<file path="src/rtl/ucode_seq_pkg.sv">
package ucode_seq_pkg;
  typedef enum logic [1:0] {
    BR_JUMP = 2'b00,
    BR_CALL = 2'b01,
    BR_RET  = 2'b10,
    BR_MAP  = 2'b11
  } br_kind_e;
endpackage

</file>
<file path="src/rtl/ucode_cond_mux.sv">
module ucode_cond_mux #(
  parameter int STAT_W = 3,
  parameter int SEL_W  = 2
) (
  input  logic [SEL_W-1:0]  sel,
  input  logic [STAT_W-1:0] status,
  output logic              hit
);
  localparam int N_CAND = 1 << SEL_W;

  logic [N_CAND-1:0] cand;

  assign cand[0] = 1'b1;

  genvar k;
  generate
    for (k = 1; k < N_CAND; k++) begin : g_cand
      if (k <= STAT_W) begin : g_stat
        assign cand[k] = status[k-1];
      end else begin : g_pad
        assign cand[k] = 1'b0;
      end
    end
  endgenerate

  assign hit = cand[sel];

  always_comb begin
    if (sel == '0) begin
      assert_const_true_R4: assert (hit == 1'b1);
    end
  end
endmodule

</file>
<file path="src/rtl/ucode_ret_reg.sv">
module ucode_ret_reg #(
  parameter int ADDR_W = 7
) (
  input  logic              clk,
  input  logic              rst_n,
  input  logic              save,
  input  logic [ADDR_W-1:0] save_val,
  output logic [ADDR_W-1:0] ret_addr
);
  always_ff @(posedge clk or negedge rst_n) begin
    if (!rst_n) ret_addr <= '0;
    else if (save) ret_addr <= save_val;
  end

  assert_call_saves_R5: assert property (@(posedge clk) disable iff (!rst_n)
    save |=> ret_addr == $past(save_val));

  assert_ret_holds_R6: assert property (@(posedge clk) disable iff (!rst_n)
    !save |=> $stable(ret_addr));
endmodule

</file>
<file path="src/rtl/ucode_next_sel.sv">
module ucode_next_sel
  import ucode_seq_pkg::*;
#(
  parameter int ADDR_W = 7
) (
  input  br_kind_e          kind,
  input  logic              hit,
  input  logic [ADDR_W-1:0] cur,
  input  logic [ADDR_W-1:0] jump,
  input  logic [ADDR_W-1:0] ret,
  input  logic [ADDR_W-1:0] map,
  output logic [ADDR_W-1:0] nxt,
  output logic [ADDR_W-1:0] step,
  output logic              save
);
  function automatic logic [ADDR_W-1:0] step_addr(input logic [ADDR_W-1:0] a);
    return a + 1'b1;
  endfunction

  assign step = step_addr(cur);

  always_comb begin
    save = 1'b0;
    nxt  = step;
    unique case (kind)
      BR_JUMP: if (hit) nxt = jump;
      BR_CALL: if (hit) begin
        nxt  = jump;
        save = 1'b1;
      end
      BR_RET:  nxt = ret;
      BR_MAP:  nxt = map;
      default: nxt = step;
    endcase
  end
endmodule

</file>
<file path="src/rtl/ucode_seq.sv">
module ucode_seq
  import ucode_seq_pkg::*;
#(
  parameter int ADDR_W = 7,
  parameter int STAT_W = 3,
  localparam int SEL_W = $clog2(STAT_W + 1)
) (
  input  logic              clk,
  input  logic              rst_n,
  input  logic [1:0]        br_kind,
  input  logic [SEL_W-1:0]  cond_pick,
  input  logic [ADDR_W-1:0] jump_addr,
  input  logic [STAT_W-1:0] status_in,
  input  logic [ADDR_W-1:0] map_addr,
  output logic [ADDR_W-1:0] uaddr
);
  typedef logic [ADDR_W-1:0] addr_t;

  br_kind_e kind;
  logic     cond_hit;
  logic     call_save;
  addr_t    ret_q;
  addr_t    nxt_addr;
  addr_t    step_addr;

  assign kind = br_kind_e'(br_kind);

  ucode_cond_mux #(.STAT_W(STAT_W), .SEL_W(SEL_W)) u_cond (
    .sel    (cond_pick),
    .status (status_in),
    .hit    (cond_hit)
  );

  ucode_next_sel #(.ADDR_W(ADDR_W)) u_sel (
    .kind (kind),
    .hit  (cond_hit),
    .cur  (uaddr),
    .jump (jump_addr),
    .ret  (ret_q),
    .map  (map_addr),
    .nxt  (nxt_addr),
    .step (step_addr),
    .save (call_save)
  );

  ucode_ret_reg #(.ADDR_W(ADDR_W)) u_ret (
    .clk      (clk),
    .rst_n    (rst_n),
    .save     (call_save),
    .save_val (step_addr),
    .ret_addr (ret_q)
  );

  always_ff @(posedge clk or negedge rst_n) begin
    if (!rst_n) uaddr <= '0;
    else        uaddr <= nxt_addr;
  end

  assert_not_taken_R2: assert property (@(posedge clk) disable iff (!rst_n)
    ((kind == BR_JUMP || kind == BR_CALL) && !cond_hit)
    |=> uaddr == addr_t'($past(uaddr) + 1'b1));

  assert_jump_taken_R3: assert property (@(posedge clk) disable iff (!rst_n)
    (kind == BR_JUMP && cond_hit) |=> uaddr == $past(jump_addr));

  assert_call_target_R5: assert property (@(posedge clk) disable iff (!rst_n)
    (kind == BR_CALL && cond_hit) |=> uaddr == $past(jump_addr));

  assert_return_R7: assert property (@(posedge clk) disable iff (!rst_n)
    (kind == BR_RET) |=> uaddr == $past(ret_q));

  assert_map_R8: assert property (@(posedge clk) disable iff (!rst_n)
    (kind == BR_MAP) |=> uaddr == $past(map_addr));

  assert_save_only_call_R6: assert property (@(posedge clk) disable iff (!rst_n)
    call_save |-> (kind == BR_CALL && cond_hit));
endmodule

</file>
<file path="config.mk">
export PLATFORM = sky130hd
export DESIGN_NAME = ucode_seq
export DESIGN_NICKNAME = d
export VERILOG_FILES = /design/src/rtl/ucode_seq_pkg.sv /design/src/rtl/ucode_cond_mux.sv /design/src/rtl/ucode_ret_reg.sv /design/src/rtl/ucode_next_sel.sv /design/src/rtl/ucode_seq.sv
export SDC_FILE = /design/constraint.sdc
export NUM_CORES = 1
export LEC_CHECK = 0
export ABC_AREA = 1
export BUFFER_PORTS_ARGS = -buffer_cell sky130_fd_sc_hd__buf_2
export CAP_MARGIN = 10
export CORE_UTILIZATION = 46
export CTS_CLUSTER_DIAMETER = 50
export DETAILED_ROUTE_END_ITERATION = 8
export GPL_TIMING_DRIVEN = 0
export PLACE_DENSITY = 0.73
export SLEW_MARGIN = 20
export SYNTH_ARGS = -nofsm -noshare
export SYNTH_HDL_FRONTEND = slang
export SYNTH_SLANG_ARGS = --single-unit
</file>
<file path="constraint.sdc">
create_clock -name clk -period 1.3 [get_ports clk]
set_input_delay 0.26 -clock clk [delete_from_list [all_inputs] [get_ports clk]]
set_output_delay 0.26 -clock clk [all_outputs]
set_load 0.1 [all_outputs]
</file>
==> metrics.md <==
| Metric | Value |
|---|---|
| Status | complete, no violations |
| CTS tree | yes |
| Critical path class | reg -> out |
| Relative slew slack | 0.7840 |
| Number of enable flip-flop cells after synthesis | 0 |
| CP delay by family, top | flip-flops |
| Area Growth Syn to Fin | 32.66% |
| Fmax | ~800 MHz |
| RSZ-0062 raised after global routing | yes |
| Clock Sinks | 14 |
| Num CTS Buffers | 3 |
| Slew @ Worst Pin | about 0.32 ns |
| GR Overflow Total | 0 |
| WP buf/inv | 1 |
| Avg Inst Size Synth | approximately 7.7 sq um |
| Area leader, netlist | dfrtp_1 |
| H-tree levels | 1 |
| FF/Latch Area | 369.1 sq um |
| Register area share after synthesis | 0.3779 |
| Initial core utilization | 0.5146 |
| Leak | 0.5886 nW |
| Post-synth top area share | 0.3779 |
| DRT Wirelength | slightly above 2 mm |
| Port Buffers | 27 |
| CP endpoint kind | output pin |
| Crit path max fanout | 6 |
| Layout cell share with drive strength beyond 1 | 0.4211 |
| First DRT Iteration DRCs | 18 |
| ANT nets after route | 0 |
| Commonest non-fill, non-tap cells in the layout | inv_1, nand2_1, buf_2, nand3_1 |
| Area of the multi-input gates | 498.0 sq um |
| Setup TNS Final | 0 ns |
| Routed vias/inst | 4.910 |
| Async set-or-reset flop fraction in the synthesized netlist | 1.000 |
| Die H | 46.90 microns |
| Fillers | ~160 |
| Row count | 15 |
| Core Area | 0.001802 sq mm |
| CP Launch Point | uaddr[0]$_DFF_PN0_ |
| Num ports | 30 |
| VDD IR max | slightly above 0.8 mV |
| Total Nets Final | 177 |
| Synth Register Bits | 14 |
| Worst reg2reg path startpoint | uaddr[0]$_DFF_PN0_ |
| Worst R2R End | uaddr[2]$_DFF_PN0_ |
| Antenna diodes | 0 |
| GRT Total Usage | 0.2142 |
| Final Cycle Share | 0.9793 |
| Startpoint types | flop |
| Pwr dens | 1337 mW/mm^2 |
| Crit path cell chain | buf_6 |
| Final Wtd Congestion | 0.8152 |
| WL/cell | 11.51 microns |
| Arrival time worst endpoint | 1.01 ns |
| Hold Path End | uaddr[6]$_DFF_PN0_ |
| DRC viols | 0 |
| Tmin final | 1.273 ns |
| Post-layout util | 0.6826 |
| Post-Synthesis Cells | 120 |
| Netlist cell types | 22 |
| Total Power | 0.001645 W |
| Post-route cell area | 0.001230 sq mm |
| First-pass GRT wire length | 3.229 mm |
| Total Die Area | about 0.0022 sq mm |
| Hold Slack | 0.2486 ns |
| Setup violators final | 0 |
| Synth Cell Area | 927.1 sq um |
| Root Buffer Master | clkbuf_4 |
| Worst Hold Launch | jump_addr[6] |
| Max Cap Viol | 0 |
| Final hold violation count | 0 |
| Reg2Reg Depth | 5 |
| Mapped Nets | 144 |
| Die width | approximately 47 microns |
| Pre-antenna DRT Iters | 4 |
| Clock Latency Late Sink | between 0.2 and 0.3 ns |
| Initial antenna violation count | 0 |
| Number of global-route vias before repair | 781 |
| Vias | 869 |
| CTS max path bufs | 2 |
| Cell Area, Placed | 0.001130 sq mm |
| Crit-path max cell delay | 0.53 ns |
| Hold path depth | 3 |
| Slowest stage cell, crit path | dfrtp_4 |
| Pins over their slew limit | 0 |
| Clock Pin Slew Worst Setup and Hold Paths | 0.09 ns |
| Top_reg_cell synth | dfrtp_1 |
| Post-DP HPWL | 1.585 mm |
| Worst clock skew | between 0.001 and 0.0015 ns |
| Reg2Reg Setup Slack | 0.08 ns |
| Hold WC Path Type | in -> reg |
| Yosys warnings | 0 |
| Largest net degree at the start of global routing | 15 |
| Top post-synthesis cells by area | dfrtp_1, nand2_1, nand3_1, inv_1, o21ai_2 |
| CP required | 1.04 ns |
==> metal layers <==
| layer | wire (microns) | vias to the layer above | global-route usage |
|---|---|---|---|
| met5 | 0 | - | 0 |
| met4 | 12 | 0 | 0.1200 |
| met3 | 81 | 2 | 0.02692 |
| met2 | 1007 | 21 | 0.3472 |
| met1 | 936 | 392 | 0.2764 |
| li1 | - | 454 | - |
==> synthesized netlist by cell type, types with 2 or more instances <==
cell type  count
dfrtp_1       14
inv_1         21
nand2_1       22
nand2_2        6
nand3_1       16
nand3b_1       3
nand4_1        6
nor2_1         3
o21ai_0        4
o21ai_1        7
o21ai_2        6
xnor2_1        2
==> through the flow <==
step | instances | setup WS (ns)
3_5_place_dp | 172 | 0.02901
6_report | 177 | 0.02690
3_3_place_gp | 172 | 0.07794
2_1_floorplan | 120 | -0.05034
5_1_grt | 177 | -0.006935
4_1_cts | 177 | 0.005483
==> repair_timing <==
| item | CTS | global route |
|---|---|---|
| endpoints found under the hold margin | 14 | 0 |
| hold buffers | 1 | 0 |
| setup buffers | 0 | 0 |
| gates resized for setup | 11 | 4 |
| setup endpoints to repair | 7 | 4 |
==> how the worst max path moves through the flow <==
stage | endpoint | slack, ns | cells after the start
final | uaddr[0] | 0.03 | 1
after global routing | uaddr[6]$_DFF_PN0_ | -0.007 | 7
after floorplan | uaddr[6]$_DFF_PN0_ | -0.05 | 6
after CTS | uaddr[0] | 0.005 | 1
after detailed placement | u_ret.ret_addr[4]$_DFFE_PN0P_ | 0.03 | 9
after global placement | u_ret.ret_addr[5]$_DFFE_PN0P_ | 0.08 | 8
==> cell families after synthesis <==
kind of cell | count (synthesis) | share of synthesized area
DFF | 14 | 0.3779
buffers and inverters | 25 | 0.1269
xor gates and xnor gates | 2 | 0.01890
AOI/OAI and AO/OA | 18 | 0.1255
and+or+nand+nor | 60 | 0.3374
adders and majority gates | 1 | 0.01349
==> state kept, by name, summed over array words and instances, names as in the netlist <==
| name | count |
|---|---|
| uaddr | 7 |
| u_ret.ret_addr | 7 |
==> report_power, final <==
group | internal (W) | switching [W]
logic | 0.000229 | 0.000482
registers | 0.000540 | 0.0000727
clock network | 0.000170 | 0.000150
total | 0.000939 | 0.000705
==> cell type report <==
class                      count  share of cell area
tap                           25             0.02543
timing repair buffer          28              0.1445
buffer                         3             0.02645
clock buffer                   4             0.02950
multi-input combinational     81              0.4049
sequential                    14              0.3001
inverter                      22             0.06918
(Power assumes the default switching activity.)
